===== src/rtl/convword_pkg.sv =====
package convword_pkg;

    localparam int RES_W    = 26;
    localparam int CODE_W   = 24;
    localparam int FRAME_W  = 32;
    localparam int FLAG_POS = 2;
    localparam int CNT_W    = $clog2(FRAME_W + 1);

    typedef struct packed {
        logic [CODE_W-1:0] code;
        logic              ovr;
    } conv_code_t;

    typedef enum logic {
        MODE_UNI = 1'b0,
        MODE_BI  = 1'b1
    } code_mode_e;

    // Place the code at the top of the frame, the flag at FLAG_POS, zeros elsewhere.
    function automatic logic [FRAME_W-1:0] pack_frame(input conv_code_t c);
        logic [FRAME_W-1:0] f;
        f = '0;
        f[FRAME_W-1 -: CODE_W] = c.code;
        f[FLAG_POS]            = c.ovr;
        return f;
    endfunction

endpackage


===== src/rtl/convword_coder.sv =====
module convword_coder
    import convword_pkg::*;
#(
    parameter int P_RES_W  = RES_W,
    parameter int P_CODE_W = CODE_W
) (
    input  logic signed [P_RES_W-1:0] res_in,
    input  code_mode_e                mode,
    output conv_code_t                cw
);

    localparam logic signed [P_RES_W-1:0] UNI_MAX =
        {{(P_RES_W-P_CODE_W){1'b0}}, {P_CODE_W{1'b1}}};
    localparam logic signed [P_RES_W-1:0] BI_MAX =
        {{(P_RES_W-P_CODE_W+1){1'b0}}, {(P_CODE_W-1){1'b1}}};
    localparam logic signed [P_RES_W-1:0] BI_MIN =
        {{(P_RES_W-P_CODE_W+1){1'b1}}, {(P_CODE_W-1){1'b0}}};
    localparam logic signed [P_RES_W-1:0] ZERO = '0;

    always_comb begin
        cw.ovr  = 1'b0;
        cw.code = res_in[P_CODE_W-1:0];
        if (mode == MODE_UNI) begin
            if (res_in > UNI_MAX) begin
                cw.code = {P_CODE_W{1'b1}};
                cw.ovr  = 1'b1;
            end else if (res_in < ZERO) begin
                cw.code = '0;
                cw.ovr  = 1'b1;
            end
        end else begin
            if (res_in > BI_MAX) begin
                cw.code = {1'b0, {(P_CODE_W-1){1'b1}}};
                cw.ovr  = 1'b1;
            end else if (res_in < BI_MIN) begin
                cw.code = {1'b1, {(P_CODE_W-1){1'b0}}};
                cw.ovr  = 1'b1;
            end
        end
    end

endmodule


===== src/rtl/convword_shifter.sv =====
module convword_shifter
    import convword_pkg::*;
#(
    parameter int P_FRAME_W = FRAME_W,
    parameter int P_CNT_W   = CNT_W
) (
    input  logic                 clk,
    input  logic                 rst,
    input  logic                 load,
    input  logic [P_FRAME_W-1:0] word_in,
    input  logic                 sclk,
    input  logic                 csn,
    output logic [P_FRAME_W-1:0] hold_out,
    output logic                 sdo
);

    logic [P_FRAME_W-1:0] hold_q;
    logic [P_FRAME_W-1:0] shift_q;
    logic [P_CNT_W-1:0]   cnt_q;
    logic                 sclk_q;
    logic                 fall;
    logic                 done;

    assign fall = sclk_q & ~sclk & ~csn;
    assign done = (cnt_q == P_CNT_W'(P_FRAME_W));

    always_ff @(posedge clk) begin
        if (rst) begin
            hold_q  <= '0;
            shift_q <= '0;
            cnt_q   <= '0;
            sclk_q  <= 1'b0;
        end else begin
            sclk_q <= sclk;
            if (csn) begin
                cnt_q   <= '0;
                shift_q <= hold_q;
                if (load) begin
                    hold_q <= word_in;
                end
            end else if (fall && !done) begin
                shift_q <= {shift_q[P_FRAME_W-2:0], 1'b0};
                cnt_q   <= cnt_q + 1'b1;
            end
        end
    end

    assign hold_out = hold_q;
    assign sdo      = ~csn & ~done & shift_q[P_FRAME_W-1];

endmodule


===== src/rtl/convword_serializer.sv =====
module convword_serializer
    import convword_pkg::*;
#(
    parameter int P_RES_W   = RES_W,
    parameter int P_CODE_W  = CODE_W,
    parameter int P_FRAME_W = FRAME_W
) (
    input  logic                      clk,
    input  logic                      rst,
    input  logic                      res_valid,
    input  logic signed [P_RES_W-1:0] res_data,
    input  logic                      bipolar,
    input  logic                      sclk,
    input  logic                      csn,
    output logic                      sdo
);

    localparam int L_CNT_W = $clog2(P_FRAME_W + 1);

    conv_code_t           cw;
    code_mode_e           mode;
    logic [P_FRAME_W-1:0] frame_word;
    logic [P_FRAME_W-1:0] hold_word;

    assign mode       = bipolar ? MODE_BI : MODE_UNI;
    assign frame_word = pack_frame(cw);

    convword_coder #(
        .P_RES_W (P_RES_W),
        .P_CODE_W(P_CODE_W)
    ) u_coder (
        .res_in(res_data),
        .mode  (mode),
        .cw    (cw)
    );

    convword_shifter #(
        .P_FRAME_W(P_FRAME_W),
        .P_CNT_W  (L_CNT_W)
    ) u_shift (
        .clk     (clk),
        .rst     (rst),
        .load    (res_valid),
        .word_in (frame_word),
        .sclk    (sclk),
        .csn     (csn),
        .hold_out(hold_word),
        .sdo     (sdo)
    );

endmodule


===== config.mk =====
export PLATFORM = sky130hd
export DESIGN_NAME = convword_serializer
export DESIGN_NICKNAME = d
export VERILOG_FILES = /design/src/rtl/convword_pkg.sv /design/src/rtl/convword_coder.sv /design/src/rtl/convword_shifter.sv /design/src/rtl/convword_serializer.sv
export SDC_FILE = /design/constraint.sdc
export NUM_CORES = 1
export LEC_CHECK = 0
export ABC_AREA = 0
export ABC_CLOCK_PERIOD_IN_PS = 3200
export BUFFER_PORTS_ARGS = -buffer_cell sky130_fd_sc_hd__buf_2
export CORE_ASPECT_RATIO = 0.9
export CORE_UTILIZATION = 65
export DETAILED_ROUTE_END_ITERATION = 8
export GPL_TIMING_DRIVEN = 0
export PLACE_DENSITY = 0.86
export REMOVE_ABC_BUFFERS = 1
export SETUP_SLACK_MARGIN = 0.3
export SLEW_MARGIN = 20
export SYNTH_ARGS = -nofsm -noshare
export SYNTH_HDL_FRONTEND = slang
export SYNTH_HIERARCHICAL = 1
export SYNTH_SLANG_ARGS = --single-unit

===== constraint.sdc =====
create_clock -name clk -period 3.2 [get_ports clk]
set_clock_uncertainty 0.2 [all_clocks]
set_input_delay 0.48 -clock clk [delete_from_list [all_inputs] [get_ports clk]]
set_output_delay 0.48 -clock clk [all_outputs]
set_load 0.005 [all_outputs]

; Word-level counts from Yosys, hierarchy flattened
; Index checks and enable logic that the tools add are counted.
[totals]
register_bits = 64
in_bits = 32
word_cells = 30
[classes]
add_sub_neg = 1
order_cmp = 4
n_eq_ne = 1
n_mux = 8
n_bitwise = 7
reduce_logical = 5
[ops]
columns = cell, n
row1 = two-way mux 25 bit, 5
row2 = two-way mux 32 bit, 2
row3 = greater-than comparator 26 x 24 -> 1 bit (second input constant), 1
row4 = greater-than comparator 26 x 25 -> 1 bit (second input constant), 1
row5 = < comparator 26 x 1 -> 1 bit (second input constant), 1
row6 = < comparator 26 x 24 -> 1 bit (second input constant), 1
row7 = adder 6 x 1 -> 6 bit (second input constant), 1
row8 = == test 6 bit (second input constant), 1
row9 = bitwise AND 1 bit, 4
row10 = inverter 1 bit, 3
row11 = AND reduction 2 bit, 1
row12 = nonzero test 2 bit, 1
row13 = OR reduction 2 bit, 1
row14 = logical AND 1 bit, 1
row15 = logical NOT 1 bit, 1
row16 = two-way mux 1 bit, 1

; Longest topological paths before layout
[depth]
depth_word = 6
ltp_mapped = 6
ltp_nobuf = 5

; Modules after synthesis
; Netlist, hierarchy kept.
[by_module_without_submodules]
columns = module, n_inst, cells_each, area_per_inst_um2, seq_area_each_um2
row1 = convword_shifter, 1, 365, 3258.1, 1421.4
row2 = convword_coder, 1, 92, 630.6, 0.0
row3 = convword_serializer, 1, 1, 3.8, 0.0

; Least setup slack after synthesis
; No wires, ideal clock.
[synth_path]
path_type = register -> register
startpoint = reg u_shift.cnt_q[0]
endpoint = reg u_shift.shift_q[10]
arrival_time_ns = 1.468
required_ns = 2.913
slack_ns = 1.446
path_stages_with_launch = 7
n_path_buf = 1
synth_period_minus_slack_ns = 1.754
cell_sequence = dfxtp_1 inv_1 ha_1 nor2b_1 a22o_4 buf_6 a221oi_2
[synth_between]
elab_chain_cells = 4
[synth_lines]
columns = item, line_no
row1 = from (decl), convword_shifter.sv:19  ; logic [P_CNT_W-1:0] cnt_q;
row2 = from (signal assigned), convword_shifter.sv:43  ; cnt_q <= cnt_q + 1'b1;
row3 = == test 6 bit, convword_shifter.sv:25  ; assign done = (cnt_q == P_CNT_W'(P_FRAME_W));
row4 = logical NOT 1 bit, convword_shifter.sv:41  ; end else if (fall && !done) begin
row5 = logical AND 1 bit, convword_shifter.sv:41
row6 = nonzero test 2 bit (no line), n/a
row7 = to (signal assigned), convword_shifter.sv:37  ; shift_q <= hold_q;
row8 = to (signal assigned), convword_shifter.sv:42  ; shift_q <= {shift_q[P_FRAME_W-2:0], 1'b0};
row9 = to (decl), convword_shifter.sv:18  ; logic [P_FRAME_W-1:0] shift_q;
; No other way between the ends.
; A chain may end at the register's enable or synchronous reset.

; Worst setup path after layout
[layout_path]
startpoint = in csn
endpoint = reg u_shift.shift_q[26]
[layout_between]
elab_chain_cells = 4
[layout_lines]
columns = item, line_no
row1 = from (decl), convword_serializer.sv:14  ; input logic csn,
row2 = inverter 1 bit, convword_shifter.sv:24  ; assign fall = sclk_q & ~sclk & ~csn;
row3 = bitwise AND 1 bit, convword_shifter.sv:24
row4 = logical AND 1 bit, convword_shifter.sv:41
row5 = nonzero test 2 bit (no line), n/a
; Parallel ways exist; a longest one is shown, timed or not.

==> out/summary.txt <==
register area share after synthesis: 36.52%
vias in the first global route: 3178
Total Routing Usage GR: 28.22%
Hold Startpoint: sclk
DRC violations left: 0
Power per Cell Area: 485.7 nW/um2
status: finished clean
flop and latch count out of synthesis: 71
Final Cycle Share: 83.77%
via count: 3359
Slew @ Worst Pin: 1.094 ns
hold path depth: 2
WS Path Type: input pin to flip-flop
Core Box Area: 5725 um2
CP endpoint kind: flip-flop
area leader, netlist: dfxtp_1
initial antenna violation count: 0
global route overflow: 0
FILL cells: 450
Pre-Repair DR Iteration Count: 4
unrepaired setup endpoints after global routing: false
Hold Path End: u_shift/sclk_q$_SDFF_PP0_
Critical R2R Launch: u_shift/sclk_q$_SDFF_PP0_
Routed Antenna Nets: 0
largest net degree at the start of global routing: 50
via/cell ratio: 6.279
WP data required: 3.26 ns
final worst path period need: 2.681 ns
Worst VDD drop: 0.0003422 V
reg2reg end: u_shift/shift_q[26]$_SDFFE_PP0P_
Clock Path Buffers: 2
top_reg_cell synth: dfxtp_1
Post-Syn Area: 3892 um2
Final Hold Viols: 0
Slowest-stage cell, CP: inv_1
cell count after synthesis: 458
Nets: 494
Area Growth Syn to Fin: 5.240%
# rows: 26
total CTS buffers: 9
CTS Root Buffer Type: clkbuf_8
Post-synth ARST share: 0%
CP peak stage delay: 0.69 ns
DRT Wirelength: 8.453 mm
final hold slack: 0.1605 ns
share of cells above drive strength 1: 26.02%
Slew HR: 26.95%
Post-CTS Setup Inserts: 0
CTS H-tree depth: 3
CP top delay family: buffers and inverters
most frequent cells in the layout: nand2_1, dfxtp_1, a21oi_1
Critical path buffers and inverters: 2
f_max: 373.0 MHz
antenna diode count: 0
I/O pin count: 33
commonest non-fill, non-tap cell in the layout: nand2_1
Final Max Slew Viols: 0
number of gates resized after cts: 0
Hold Buf Count CTS: 0
Die H: 75.42 um
Hold Path Class: input pin to flip-flop
first-pass GRT wire length: 14.26 mm
GP Congestion: 0.7476
top cells by area, synth: dfxtp_1, a221oi_2, nand2_1
clk_lat worst skew: 0.35 ns
Synth Warn #: 6
PortBufs: 32
setup slack, reg-to-reg: 1.13 ns
die area: 6302 um2
1st-iter DRT viols: 242
r2r worst-path depth: 3
Wirelength per Cell: 15.80 um
arrival time worst endpoint: 2.74 ns
TNS Setup: 0 ns
peak fanout along the critical path: 45
P_leak: 1.539 nW
area taken by multi-input logic gates: 2068 um2
Netlist cell types: 40
Detailed Place HPWL: 4.898 mm
initial core utilization: 67.99%
Startpoint Class: input pin
FF+latch area: 1421 um2
final setup fails: 0
Max Cap Viol: 0
Die W: 83.57 um
Yosys top cell area share: 36.52%
Reg clk slew, reported paths: 0.07 ns
synthesized area per cell: 8.499 um2
CTS tree: done
number of enable flip-flop cells after synthesis: 0
worst path cell trace: buf_2 -> inv_1 -> a22o_4 -> a221oi_2
CTS Sinks: 71
[per-layer routing]
metal  GRT usage [%]  up-vias  wire, um
met5               0        -         0
met4           8.663        0       158
met3           9.426       22       466
met2           49.95      107      4108
li1                -     1631         -
met1           33.18     1599      3719
[registers in the layout (all words and copies together) (netlist names)]
name,count
u_shift/hold_out,32
u_shift/sclk_q,1
u_shift/cnt_q,6
u_shift/shift_q,32
[synth_stat cells (all sizes together) (2+ instances only)]
cell type	count
a211oi	3
a21oi	36
a221oi	31
buf	30
clkbuf	18
dfxtp	71
ha	2
inv	34
mux2i	4
nand2	75
nand3	24
nand4	23
nor2b	2
o21ai	2
o21bai	24
o22ai	31
or2	32
or3	2
[kinds of logic (layout without fill, tap and decap cells)]
logic type | count (synthesis) | after routing | synth area share, %
buffers and inverters | 82 | 83 | 11.09
multiplexers | 4 | 4 | 1.029
AO/OA/AOI/OAI | 130 | 130 | 27.77
AND/OR/NAND/NOR | 168 | 168 | 22.85
other | 1 | 7 | 0.09634
flip-flops | 71 | 71 | 36.52
adder cells (fa/ha/maj) | 2 | 2 | 0.6428
[area by class of cell]
type,instances,share of cell area (%)
Clock buffer,13,4.123
Tap cell,70,2.138
Multi-Input combinational cell,311,50.49
Sequential cell,71,34.70
Clock inverter,3,0.9774
Inverter,34,3.115
Timing Repair Buffer,33,4.459
[how the worst max path moves through the flow]
stage | endpoint | cells past startpoint | start | slack [ns]
final | u_shift/shift_q[26]$_SDFFE_PP0P_ | 4 | csn | 0.52
after global routing | u_shift/shift_q[21]$_SDFFE_PP0P_ | 4 | csn | 0.43
after detailed placement | u_shift/shift_q[26]$_SDFFE_PP0P_ | 4 | csn | 0.26
after global placement | u_shift/shift_q[14]$_SDFFE_PP0P_ | 4 | csn | 0.26
after CTS | u_shift/shift_q[31]$_SDFFE_PP0P_ | 4 | csn | 0.61
after floorplan | u_shift/shift_q[10]$_SDFFE_PP0P_ | 3 | sclk | 0.99
[per-stage QoR]
stage / setup slack, ns / std cells / utilization (%) / power (mW) / cell area [um2]
2_1_floorplan: 0.9933 / 416 / - / 1.151 / 3611
4_1_cts: 0.6132 / 535 / 71.48 / 2.004 / 4093
3_5_place_dp: 0.2560 / 519 / 67.83 / 1.261 / 3884
5_1_grt: 0.4310 / 535 / 71.55 / 2.082 / 4096
3_3_place_gp: 0.2571 / 518 / 67.40 / 1.244 / 3859
6_report: 0.5193 / 535 / 71.55 / 1.990 / 4096
[power by group]
group	switching, mW	internal [mW]
clock network	0.321	0.422
registers	0.0224	0.931
logic	0.174	0.120
total	0.517	1.47
No activity file was read; power rests on OpenSTA's default activity.
